--- config.mk ---
export PLATFORM = sky130hd
export DESIGN_NAME = bitproc_core
export DESIGN_NICKNAME = d
export VERILOG_FILES = /design/src/rtl/bitproc_pkg.sv /design/src/rtl/bitproc_rst_sync.sv /design/src/rtl/bitproc_addr_map.sv /design/src/rtl/bitproc_alu.sv /design/src/rtl/bitproc_core.sv
export SDC_FILE = /design/constraint.sdc
export NUM_CORES = 1
export LEC_CHECK = 0
export BUFFER_PORTS_ARGS = -buffer_cell sky130_fd_sc_hd__buf_2
export CORE_MARGIN = 8
export CORE_UTILIZATION = 54
export CTS_BUF_LIST = sky130_fd_sc_hd__clkbuf_4 sky130_fd_sc_hd__clkbuf_8
export CTS_CLUSTER_SIZE = 20
export DETAILED_ROUTE_END_ITERATION = 7
export PLACE_DENSITY = 0.88
export SYNTH_ARGS = -nofsm -noshare
export SYNTH_HDL_FRONTEND = slang
export SYNTH_SLANG_ARGS = --single-unit
--- constraint.sdc ---
create_clock -name clk -period 4.1 [get_ports clk]
set_clock_uncertainty 0.1 [all_clocks]
set_input_delay 0 -clock clk [delete_from_list [all_inputs] [get_ports clk]]
set_output_delay 0 -clock clk [all_outputs]
set_load 0.1 [all_outputs]
--- src/rtl/bitproc_pkg.sv ---
package bitproc_pkg;
  localparam int BIT_ADDR_W = 8;
  localparam int BYTE_W     = 8;
  localparam int POS_W      = $clog2(BYTE_W);
  localparam int OP_W       = 4;

  typedef enum logic [OP_W-1:0] {
    OP_SET     = 4'd0,
    OP_CLR     = 4'd1,
    OP_FLIP    = 4'd2,
    OP_LOAD_C  = 4'd3,
    OP_STORE_C = 4'd4,
    OP_AND     = 4'd5,
    OP_OR      = 4'd6,
    OP_ANDN    = 4'd7,
    OP_ORN     = 4'd8,
    OP_TAKE    = 4'd9,
    OP_TEST    = 4'd10
  } bit_op_e;

  typedef struct packed {
    logic [BIT_ADDR_W-1:0] byte_addr;
    logic [POS_W-1:0]      pos;
    logic                  to_carry;
  } bit_loc_t;
endpackage

--- src/rtl/bitproc_rst_sync.sv ---
module bitproc_rst_sync #(
  parameter int STAGES = 2
) (
  input  logic clk,
  input  logic rst_n,
  output logic rst_n_sync
);
  logic [STAGES-1:0] chain_q;

  always_ff @(posedge clk or negedge rst_n) begin
    if (!rst_n) chain_q <= '0;
    else        chain_q <= {chain_q[STAGES-2:0], 1'b1};
  end

  assign rst_n_sync = chain_q[STAGES-1];
endmodule

--- src/rtl/bitproc_addr_map.sv ---
module bitproc_addr_map
  import bitproc_pkg::*;
#(
  parameter logic [BIT_ADDR_W-1:0] RAM_BASE   = 8'h20,
  parameter logic [BIT_ADDR_W-1:0] CARRY_ADDR = 8'hD7
) (
  input  logic [BIT_ADDR_W-1:0] bit_addr,
  output bit_loc_t              loc
);
  localparam int IDX_W = BIT_ADDR_W - 1 - POS_W;

  logic [IDX_W-1:0] ram_idx;

  always_comb begin
    ram_idx      = bit_addr[BIT_ADDR_W-2:POS_W];
    loc.pos      = bit_addr[POS_W-1:0];
    loc.to_carry = (bit_addr == CARRY_ADDR);
    if (bit_addr[BIT_ADDR_W-1]) begin
      // register half: byte is the address rounded down to a multiple of 8
      loc.byte_addr = {bit_addr[BIT_ADDR_W-1:POS_W], {POS_W{1'b0}}};
    end else begin
      // RAM half: 16-byte window starting at RAM_BASE
      loc.byte_addr = RAM_BASE + BIT_ADDR_W'(ram_idx);
    end
  end
endmodule

--- src/rtl/bitproc_alu.sv ---
module bitproc_alu
  import bitproc_pkg::*;
(
  input  logic [OP_W-1:0] op,
  input  logic            old_bit,
  input  logic            carry_in,
  output logic            write_bit,
  output logic            new_bit,
  output logic            new_carry
);
  always_comb begin
    write_bit = 1'b0;
    new_bit   = old_bit;
    new_carry = carry_in;
    case (op)
      OP_SET:     begin write_bit = 1'b1; new_bit = 1'b1;     end
      OP_CLR:     begin write_bit = 1'b1; new_bit = 1'b0;     end
      OP_FLIP:    begin write_bit = 1'b1; new_bit = ~old_bit; end
      OP_STORE_C: begin write_bit = 1'b1; new_bit = carry_in; end
      OP_TAKE:    begin write_bit = 1'b1; new_bit = 1'b0;     end
      OP_LOAD_C:  new_carry = old_bit;
      OP_AND:     new_carry = carry_in & old_bit;
      OP_OR:      new_carry = carry_in | old_bit;
      OP_ANDN:    new_carry = carry_in & ~old_bit;
      OP_ORN:     new_carry = carry_in | ~old_bit;
      default:    ; // test and unused codes: observe only
    endcase
  end
endmodule

--- src/rtl/bitproc_core.sv ---
module bitproc_core
  import bitproc_pkg::*;
#(
  parameter logic [BIT_ADDR_W-1:0] RAM_BASE   = 8'h20,
  parameter logic [BIT_ADDR_W-1:0] CARRY_ADDR = 8'hD7
) (
  input  logic                  clk,
  input  logic                  rst_n,
  input  logic                  req_valid,
  input  logic [OP_W-1:0]       req_op,
  input  logic [BIT_ADDR_W-1:0] req_bit,
  output logic                  busy,
  output logic                  mem_rd_en,
  output logic [BIT_ADDR_W-1:0] mem_rd_addr,
  input  logic [BYTE_W-1:0]     mem_rd_data,
  output logic                  mem_wr_en,
  output logic [BIT_ADDR_W-1:0] mem_wr_addr,
  output logic [BYTE_W-1:0]     mem_wr_mask,
  output logic [BYTE_W-1:0]     mem_wr_data,
  output logic                  done,
  output logic                  bit_out,
  output logic                  carry
);
  logic rst_n_sync;

  bitproc_rst_sync #(.STAGES(2)) u_rst (
    .clk        (clk),
    .rst_n      (rst_n),
    .rst_n_sync (rst_n_sync)
  );

  // ---------------- state ----------------
  logic            busy_q, busy_d;
  logic            carry_q, carry_d;
  logic [OP_W-1:0] op_q, op_d;
  bit_loc_t        loc_q, loc_d;

  bit_loc_t req_loc;
  logic     accept;
  logic     old_bit, alu_write, alu_bit, alu_carry;
  logic [BYTE_W-1:0] pos_mask;

  bitproc_addr_map #(.RAM_BASE(RAM_BASE), .CARRY_ADDR(CARRY_ADDR)) u_map (
    .bit_addr (req_bit),
    .loc      (req_loc)
  );

  assign old_bit = loc_q.to_carry ? carry_q : mem_rd_data[loc_q.pos];

  bitproc_alu u_alu (
    .op        (op_q),
    .old_bit   (old_bit),
    .carry_in  (carry_q),
    .write_bit (alu_write),
    .new_bit   (alu_bit),
    .new_carry (alu_carry)
  );

  // ---------------- next state ----------------
  always_comb begin
    accept  = req_valid & ~busy_q;
    busy_d  = accept;
    op_d    = accept ? req_op  : op_q;
    loc_d   = accept ? req_loc : loc_q;
    carry_d = carry_q;
    if (busy_q) begin
      if (loc_q.to_carry && alu_write) carry_d = alu_bit;
      else                             carry_d = alu_carry;
    end
  end

  always_ff @(posedge clk or negedge rst_n_sync) begin
    if (!rst_n_sync) begin
      busy_q  <= 1'b0;
      carry_q <= 1'b0;
      op_q    <= '0;
      loc_q   <= '0;
    end else begin
      busy_q  <= busy_d;
      carry_q <= carry_d;
      op_q    <= op_d;
      loc_q   <= loc_d;
    end
  end

  // ---------------- outputs ----------------
  always_comb begin
    pos_mask    = BYTE_W'(1) << loc_q.pos;
    mem_rd_en   = accept & ~req_loc.to_carry;
    mem_rd_addr = req_loc.byte_addr;
    mem_wr_en   = busy_q & alu_write & ~loc_q.to_carry;
    mem_wr_addr = loc_q.byte_addr;
    mem_wr_mask = pos_mask;
    mem_wr_data = (mem_rd_data & ~pos_mask) | (alu_bit ? pos_mask : '0);
    busy        = busy_q;
    done        = busy_q;
    bit_out     = busy_q & old_bit;
    carry       = carry_q;
  end

  // ---------------- assertions ----------------
  a_r3_busy_follows_accept: assert property (@(posedge clk) disable iff (!rst_n_sync)
    (req_valid && !busy) |=> busy);
  a_r3_busy_one_cycle: assert property (@(posedge clk) disable iff (!rst_n_sync)
    busy |=> !busy);
  a_r3_no_read_while_busy: assert property (@(posedge clk) disable iff (!rst_n_sync)
    busy |-> !mem_rd_en);
  a_r11_write_only_on_done: assert property (@(posedge clk) disable iff (!rst_n_sync)
    mem_wr_en |-> done);
  a_r4_mask_onehot: assert property (@(posedge clk) disable iff (!rst_n_sync)
    mem_wr_en |-> ($countones(mem_wr_mask) == 1));
  a_r4_other_bits_kept: assert property (@(posedge clk) disable iff (!rst_n_sync)
    mem_wr_en |-> (((mem_wr_data ^ mem_rd_data) & ~mem_wr_mask) == '0));
  a_r7_take_clears: assert property (@(posedge clk) disable iff (!rst_n_sync)
    (mem_wr_en && op_q == OP_TAKE) |-> ((mem_wr_data & mem_wr_mask) == '0));
  a_r6_carry_only_at_done: assert property (@(posedge clk) disable iff (!rst_n_sync)
    !done |=> $stable(carry));
  a_r9_no_read_of_carry: assert property (@(posedge clk) disable iff (!rst_n_sync)
    mem_rd_en |-> (req_bit != CARRY_ADDR));
endmodule

==> results of run 1 <==
[synthesized netlist by cell type, drive strengths merged]
cell	count
buf	24
dfrtp	20
mux2	18
nand2	17
inv	12
mux2i	9
o21ai	9
nor2b	8
nor2	5
clkbuf	4
a21oi	3
nand2b	3
nand4	3
nor3	3
a22oi	2
a32oi	2
and2	2
nand3	2
nand3b	2
or4b	2
a2111oi	1
a211oi	1
a31o	1
and2b	1
conb	1
nand4b	1
nand4bb	1
nor4	1
o211a	1
o221ai	1
o311a	1
o311ai	1
o31a	1
or3b	1
[through the flow]
stage / utilization [%] / setup slack [ps] / area [sq um] / hold WS (ps) / power (mW)
after CTS: 67.04 / 1618 / 1817 / 12.03 / 0.9332
after global placement: 61.40 / 1996 / 1664 / -313.3 / 0.8289
after detailed placement: 61.40 / 1959 / 1664 / -312.8 / 0.8362
after floorplan: - / 131.7 / 1511 / -395.6 / 0.7815
after global routing: 67.04 / 1363 / 1817 / 27.04 / 0.9722
final: 67.04 / 1662 / 1817 / 17.39 / 0.9256
[flip-flops by register name (all words and copies together) (netlist names)]
register and cells:
u_rst.chain_q 2, busy 1, mem_wr_addr 8, op_q 4, carry 1, loc_q 4
[final cells by class]
type / instances / area [sq um] / share of cell area [%]
clock buffers: 3 / 22.52 / 1.240
multi-input cells: 104 / 779.5 / 42.91
repair buffers: 73 / 430.4 / 23.69
inverters: 12 / 45.04 / 2.479
flip-flops and latches: 20 / 500.5 / 27.55
well taps: 31 / 38.79 / 2.135
[cell families (layout without fill, tap and decap cells)]
group / after synthesis / count (layout)
AND/OR/NAND/NOR: 52 / 52
buffers and inverters: 40 / 88
multiplexers: 27 / 27
AO/OA/AOI/OAI: 24 / 24
flip-flops: 20 / 20
other: 1 / 1
[repair_timing]
action,in CTS,in global routing
endpoints found under the setup margin,0,0
gates resized for setup,0,0
hold endpoints to repair,12,0
hold buffers,13,0
buffers inserted,0,0
[routing by layer]
| metal | global-route usage (%) | routed length [um] |
|---|---|---|
| met1 | 17.21 | 1392 |
| met2 | 24.39 | 1565 |
| met3 | 4.039 | 382 |
| met4 | 3.759 | 12 |
| met5 | 0 | 0 |
[worst min path at each step]
| stage | start | endpoint | slack [ps] | cells after the start |
|---|---|---|---|---|
| final | req_bit[6] | mem_wr_addr[6] | 20 | 3 |
| after global placement | rst_n | u_rst.chain_q[0] | -310 | 1 |
| after global routing | req_bit[3] | mem_wr_addr[3] | 30 | 3 |
| after floorplan | rst_n | u_rst.chain_q[0] | -400 | 0 |
| after CTS | req_bit[6] | mem_wr_addr[6] | 10 | 3 |
| after detailed placement | rst_n | u_rst.chain_q[1] | -310 | 1 |
[critical path, stage by stage, from the launching register on]
cell       delay, ps
dfrtp_1          560
mux2i_1          280
a22oi_1          140
a2111oi_0        440
nand3b_4         250
o21ai_0           90
buf_2            290
[where the power goes]
group | switching, mW | internal [mW] | leakage (nW)
Combinational | 0.430 | 0.127 | 0.674
Sequential | 0.0594 | 0.224 | 0.241
Clock | 0.0515 | 0.0341 | 0.0138
Total | 0.541 | 0.384 | 0.928
==> results.md, run 1 <==
- Global-route wire length before repair: approximately 5.4 mm
- DP HPWL: between 2 and 3 mm
- Largest family of logic cells by synthesized area: simple AND/OR/NAND/NOR gates
- Root buffer cell: clkbuf_4
- Worst R2R Start: op_q[1]
- RSZ-0062 raised after global routing: false
- Pwr Density: roughly 510 nW/um^2
- Layout area overhead: 20.60%
- Synth top area share: between 30% and 40%
- Reg2reg end: carry
- Leakage: between 0.9 and 1 nW
- CP Capture Point: mem_wr_data[7]
- Worst-Margin Slew: just over 800 ps
- Initial core utilization: a little under three fifths
- N_diodes: 0
- Initial antenna violation count: 0
- Critical Path AT: between 2000 and 2500 ps
- Ranking of synthesized cells by area: dfrtp_1 33%, mux2_2 13%, buf_4 9.0%
- Complex-gate fraction of the synthesized area: approximately 11%
- # setup viols final: 0
- Fmax: around 410 MHz
- Antenna violation net count after detailed routing: 0
- Cells on worst reg2reg path: 4
- Max_slew headroom: 44.61%
- # placed instances: ~230
- Syn. warnings: 0
- Simple-Gate Fraction of Synth Area: just over 20%
- Die span in x: ~69 um
- Final hold vios: 0
- Endpoint class of the critical path: primary output
- Area leader, netlist: dfrtp_1
- Worst Path Max Fanout: 10
- Crit path from: loc_q[3]
- CTS tree: yes
- Register area share after synthesis: approximately 33%
- Max_cap viols: 0
- Clock slew at reported path FFs: about 100 ps
- VDD IR max: between 0.0004 and 0.0005 V
- Vias in the first global route: approximately 1300
- Total GRT Usage: around 14%
- DRC errors left: 0
- Share of cells above drive strength 1: between 40% and 50%
- IO buf count: 60
- Post-Syn Area: ~1500 sq um
- Setup Total Neg Slack: 0 ps
- Worst Path Required: roughly 4000 ps
- Min-Delay Path Class: in2reg
- Unique cell type count in the Yosys netlist: 39
- Avg Cell Area, Syn: about 9 sq um
- Crit Path Category: reg2out
- Overflow after GRT: 0
- Post-synthesis register bit count: 20
- Outcome: completed
- Commonest non-fill, non-tap cells in the layout: 60 x buf_2, 20 x dfrtp_1, 18 x mux2_2
- Full die area: around 4700 sq um
- Final Cycle Share: between 50% and 60%
- Post-Route WL: 3.352 mm
- Slew Viols, Final: 0
- Fillers: 226
- Row cnt: 19
- Nets: around 240
- Mux share of post-synthesis cell area: between 10% and 20%
- CTS Buf Count: 3
- Reg2reg setup slack: 2080 ps
- Finished Layout Cells: 243
- DRT Pass-1 Iters: 4
- Startpoint Class: flop
- Die Y-Extent: ~69 um
- Num ports: between 60 and 70
- DRT iter0 DRCs: 33
- Clk_lat worst skew: 280 ps
- Most common cell after layout, fill and taps aside: buf_2
- Clock Tree Buf Depth: 2
- Synth Instances: 164
- Crit path time final: about 2400 ps
- Largest net degree at the start of global routing: 19
- Net count after synthesis: roughly 190
- Core ar.: between 2000 and 3000 sq um
- Htree depth: 1
- RD Place Congestion: around 0.84
- Clock Sink Count: 20
- Vias per cell: between 5 and 6
- Post-Synth Adder-Cell Area: 0%
- WL/cell: 13.79 um
- Synth Area in XOR/XNOR: 0%
- Vias: roughly 1300
Note: power is estimated with default switching activity, not from simulation.
==> run 2, diff against run 1 <==
CORE_UTILIZATION = 50   (was 54)
PLACE_DENSITY = 0.82   (was 0.88)
clock period = 2.49 ns   (was 4.1 ns; I/O delays follow)
==> run 2 against run 1 <==
Critical path depth is the same. Via count grew 3.9%. Clock power increased to 3.1 times the previous value. Die area grew 6.1%. Sequential cell count stayed put. Cell area up 16%. Total power is 95% higher.
==> results.md, run 2 (synthesis results as in run 1) <==
- VDD IR max: 0.0005488 V (+25%)
- Crit Path Category: reg2out
- Startpoint Class: flop
- DRC errors left: 0 (unchanged)
- Post-Route WL: 3.645 mm (+8.7%)
- Setup Total Neg Slack: 0 ps (unchanged)
- Largest net degree at the start of global routing: 19 (unchanged)
- Clock Sink Count: 20 (unchanged)
- Critical Path AT: 2240 ps (-100 ps)
- Multi-input logic area: 890.9 sq um (+14%)
- Max_cap viols: 0 (unchanged)
- Htree depth: 1 (unchanged)
- IO buf count: 60 (unchanged)
- Clock slew at reported path FFs: 110 ps (about the same)
- Worst Path Required: 2390 ps (-1610 ps)
- Root buffer cell: clkbuf_4
- Most common cell after layout, fill and taps aside: buf_2
- Clock Tree Buf Depth: 2 (unchanged)
- Outcome: completed
- Vias per cell: 5.382 (+1.4%)
- Register Area: 506.7 sq um (+1.2%)
- Layout area overhead: 40.20%
- Row cnt: 20 (+1)
- Vias: 1340 (+3.9%)
- Design Power: 1.806 mW (+95%)
- Die Y-Extent: 70.89 um (+3.0%)
- Min-Delay Path Class: in2reg
- Antenna violation net count after detailed routing: 0 (unchanged)
- DRT iter0 DRCs: 60 (+82%)
- Leakage: 1.019 nW (+9.8%)
- DRT Pass-1 Iters: 4 (unchanged)
- Core ar.: 2953 sq um (+9.0%)
- Full die area: 5025 sq um (+6.1%)
- DR top layer: met3
- Endpoint class of the critical path: primary output
- Vias in the first global route: 1312 (+4.6%)
- CTS tree: yes
- Commonest non-fill, non-tap cells in the layout: 52 x buf_2, 18 x mux2_2, 17 x nand2_1
- RD Place Congestion: 0.7757 (-7.8%)
- Worst Path Max Fanout: 11 (+1)
- CTS Buf Count: 3 (unchanged)
- Slew Viols, Final: 0 (unchanged)
- WL/cell: 14.64 um (+6.1%)
- Num ports: 61 (unchanged)
- Total GRT Usage: 14.54% (+0.28 points)
- Final hold vios: 0 (unchanged)
- Fmax: roughly 430 MHz
- Routed length on met1: 1.567 mm (+13%)
- Initial core utilization: 51.02% (-4.6 points)
- Max_slew headroom: 46.08% (+1.5 points)
- DR WL met2: 1.772 mm (+13%)
- Nets: 240 (+1.3%)
- Clk_lat worst skew: 300 ps (+20 ps)
- Overflow after GRT: 0 (unchanged)
- Final worst setup slack: 155.0 ps (-1507 ps)
- Met3 Routed Length: 305 um (-20%)
- Pre-CTS WS: 301.5 ps (-1658 ps)
- Initial antenna violation count: 0 (unchanged)
- Die span in x: 70.89 um (+3.0%)
- Max reg flops: 8 (unchanged)
- DP HPWL: 2.727 mm (+6.8%)
- Pwr Density: 855.2 nW/um^2 (+68%)
- # setup viols final: 0 (unchanged)
- Worst-Margin Slew: 808.9 ps (-22.05 ps)
- Fillers: 219 (-3.1%)
- Share of cells above drive strength 1: 50.00% (+9.0 points)
- RSZ-0062 raised after global routing: false
- Final core occ: 71.53% (+4.5 points)
- Crit path time final: 2335 ps
- Global-route wire length before repair: 6.161 mm (+14%)
- N_diodes: 0 (unchanged)
- Final Cycle Share: between 90% and 100%
run 2: path summary, 6_finish.rpt:
kind                                  end  slack (ps)             start  cells past startpoint
min in group asynchronous  mem_wr_addr[0]         200  u_rst.chain_q[1]                      0
hold reg to reg            mem_wr_addr[0]         200  u_rst.chain_q[1]                      0
hold / removal             mem_wr_addr[6]          20        req_bit[6]                      3
setup / recovery           mem_wr_data[1]         160          loc_q[2]                      6
max in group asynchronous        loc_q[1]        1580  u_rst.chain_q[1]                      0
setup reg to reg                    carry         490           op_q[1]                      4
run 2: per-layer routing:
| metal | global-route usage (%) | up-vias |
|---|---|---|
| li1 | - | 659 |
| met1 | 18.28 | 635 |
| met2 | 23.58 | 46 |
| met3 | 4.520 | 0 |
| met4 | 3.464 | 0 |
| met5 | 0 | - |
run 2: power by group:
part	leakage [nW]	internal [mW]	switching, mW
Sequential	0.236	0.372	0.100
Clock	0.0279	0.163	0.0996
Combinational	0.755	0.307	0.765
run 2: worst max-delay path: stages, from the launching register on:
cell and delay, ps:
dfrtp_2 540, mux2i_1 230, a22oi_1 160, a2111oi_2 380
nand3b_4 320, mux2i_4 120, buf_12 180
run 2: area by class of cell:
class / instances / area share [%]
clock buffers: 3 / 1.066
clock inverters: 1 / 1.422
inverters: 12 / 2.133
multi-input cells: 104 / 42.18
flip-flops and latches: 20 / 23.99
well taps: 33 / 1.955
repair buffers: 76 / 27.25
run 2: stage by stage:
stage | instances | area [sq um] | hold WS [ps]
after floorplan | 164 | 1612 | -395.6
after global placement | 229 | 1887 | -313.8
after detailed placement | 229 | 1887 | -314.8
after CTS | 247 | 2082 | 4.892
after global routing | 249 | 2112 | 16.53
final | 249 | 2112 | 18.03
run 2: repair_timing:
action / CTS / global route
endpoints found under the setup margin: 8 / 8
resized for setup: 2 / 5
hold buffers: 14 / 0
hold endpoints to repair: 13 / 0
setup buffers: 0 / 2
==> run 3, diff against run 2 <==
CORE_ASPECT_RATIO = 1.5   (was unset)
CTS_CLUSTER_SIZE = unset   (was 20)
==> run 3 against run 2 <==
Hold slack worse by 8.8 ps. Total power down 1.5%. Sequential share of layout area up 0.45 points. Clock-buffer cell count up 1. Worst setup slack better by 32 ps. Highest routed layer is now met4. Largest cell class unchanged.
==> results.md, run 3 (synthesis results as in run 1) <==
- Outcome: completed
- Initial core utilization: 52.26% (+1.2 points)
- Global-route wire length before repair: 5.920 mm (-3.9%)
- Htree depth: 1 (unchanged)
- Crit Path Category: reg2out
- RSZ-0062 raised after global routing: false
- CP Capture Point: mem_wr_data[7]
- Vias per cell: 5.261 (-2.2%)
- Final core occ: 71.74% (+0.22 points)
- Flop pwr share: 26.8% (+0.7 points)
- Core ar.: 2883 sq um (-2.4%)
- Reg2reg setup slack: 470 ps (-20 ps)
- Max_slew headroom: 48.84% (+2.8 points)
- Row cnt: 24 (+20%)
- Leakage: 0.9972 nW (-2.2%)
- Vias: 1310 (-2.2%)
- # setup viols final: 0 (unchanged)
- DRT Pass-1 Iters: 4 (unchanged)
- RD Place Congestion: 0.8259 (+6.5%)
- DP HPWL: 3.049 mm (+12%)
- Switching part of the total power: 54.44% (+1.1 points)
- Clock Power Share: 13.6% (-0.9 points)
- Worst-Margin Slew: 767.4 ps (-41.47 ps)
- N_diodes: 0 (unchanged)
- Fmax: 434.1 MHz (+1.4%)
- Crit path from: loc_q[3]
- Nets: 234 (-2.5%)
- Clk_lat worst skew: 250 ps (-50 ps)
- Worst Path Required: 2390 ps (about the same)
- Commonest non-fill, non-tap cells in the layout: 52 x buf_2, 18 x mux2_2, 17 x nand2_1
- Largest net degree at the start of global routing: 19 (unchanged)
- DR top layer: met4
- Worst Path Max Fanout: 10 (-1)
- CTS tree: yes
- Met3 Routed Length: 342 um (+12%)
- Switch Pwr: 0.9687 mW (+0.46%)
- P_int: 0.8106 mW (-3.7%)
- Cells on worst reg2reg path: 4 (unchanged)
- Share of cells above drive strength 1: 50.48% (+0.48 points)
- Die Y-Extent: 83.23 um (+17%)
- Max_cap viols: 0 (unchanged)
- Fillers: 232 (+5.9%)
- Root buffer cell: clkbuf_8
- Final worst setup slack: 186.6 ps (+31.59 ps)
- Pwr Density: 860.3 nW/um^2 (+0.60%)
- Total GRT Usage: 14.65% (+0.10 points)
- Hold WS: 9.196 ps (-8.837 ps)
- Slew Viols, Final: 0 (unchanged)
- Clock Tree Buf Depth: 2 (unchanged)
- Die span in x: 60.82 um (-14%)
- IO buf count: 60 (unchanged)
- DRT iter0 DRCs: 47 (-22%)
- Full die area: 5061 sq um (+0.72%)
- CTS Buf Count: 3 (unchanged)
- Crit path time final: 2303 ps (-31.59 ps)
- Design Power: 1.779 mW (-1.5%)
- Min-Delay Path Class: in2reg
- Overflow after GRT: 0 (unchanged)
- WL/cell: 15.13 um (+3.4%)
- Antenna violation net count after detailed routing: 0 (unchanged)
- Reg2reg end: carry
- Critical Path AT: 2200 ps (-40 ps)
- Vias in the first global route: 1341 (+2.2%)
- Final hold vios: 0 (unchanged)
- Startpoint Class: flop
- Most common cell after layout, fill and taps aside: buf_2
- Clock Sink Count: 20 (unchanged)
- VDD IR max: 0.0006159 V (+12%)
- Initial antenna violation count: 0 (unchanged)
- Max reg flops: 8 (unchanged)
- Layout area overhead: 37.29%
- Num ports: 61 (unchanged)
- Clock slew at reported path FFs: 70 ps (-40 ps)
- Pre-CTS WS: 276.2 ps (-25.32 ps)
- Final Cycle Share: 92.51% (-1.3 points)
- Comb pwr share: 59.7% (+0.4 points)
- Endpoint class of the critical path: primary output
- DR WL met2: 2.015 mm (+14%)
- Routed length on met1: 1.379 mm (-12%)
- DRC errors left: 0 (unchanged)
- Worst R2R Start: op_q[1]
- Post-Route WL: 3.768 mm (+3.4%)
run 3: cell types whose count changed in the layout (fill, tap and decap cells not counted):
cell           previous run  this run
dlygate4sd3_1            14        10
dfrtp_1                  15        16
bufinv_16                 1         0
dfrtp_2                   5         4
clkbuf_8                  0         4
clkbuf_4                  3         0
buf_4                     2         0
nor2b_1                   6         5
nor2b_2                   0         1
run 3: worst min-delay path by stage:
stage / startpoint / cells after the start / endpoint / slack, ps
2_1_floorplan: rst_n / 0 / u_rst.chain_q[0] / -400
3_3_place_gp: rst_n / 1 / u_rst.chain_q[0] / -320
3_5_place_dp: rst_n / 1 / u_rst.chain_q[1] / -310
4_1_cts: req_bit[7] / 2 / mem_wr_addr[7] / 9
5_1_grt: req_bit[7] / 2 / mem_wr_addr[7] / 20
6_report: req_bit[7] / 2 / mem_wr_addr[7] / 9
run 3: power groups by stage:
stage	clock [mW]	sequential, mW	combinational, mW
2_1_floorplan	0	0.475	0.877
3_3_place_gp	0	0.470	1.03
3_5_place_dp	0	0.477	1.05
4_1_cts	0.249	0.471	1.06
5_1_grt	0.262	0.488	1.10
6_report	0.241	0.476	1.06
run 3: area by class of cell:
cell class / instances / area [sq um] / area share (%)
clock buffers: 4 / 55.05 / 2.662
inverters: 12 / 45.04 / 2.178
repair buffers: 70 / 520.5 / 25.17
flip-flops and latches: 20 / 505.5 / 24.44
multi-input cells: 104 / 893.4 / 43.19
well taps: 39 / 48.80 / 2.359
run 3: worst max-delay path: stages (launching register included):
cell,delay [ps]
dfrtp_2,500
and2b_1,220
a22oi_1,340
a2111oi_2,130
nand3b_4,300
o21ai_2,250
buf_12,200
run 3: what timing repair did:
| action | CTS | global route |
|---|---|---|
| gates resized for setup | 1 | 6 |
| buffers inserted | 0 | 0 |
| pin swaps | 0 | 0 |
| hold buffers | 10 | 0 |
| endpoints found under the setup margin | 1 | 8 |
| hold endpoints to repair | 10 | 0 |
run 3: per-stage QoR:
stage,TNS [ps],cell area (sq um),std cells
floorplan,-135.1,1612,164
global placement,0,1894,235
detailed placement,0,1894,235
CTS,0,2051,249
global route,0,2068,249
finish,0,2068,249
run 3: routing by layer:
| layer | vias to the layer above | GRT usage, % |
|---|---|---|
| met5 | - | 0 |
| met4 | 0 | 4.478 |
| met3 | 4 | 3.704 |
| met2 | 50 | 26.47 |
| met1 | 618 | 15.43 |
| li1 | 638 | - |
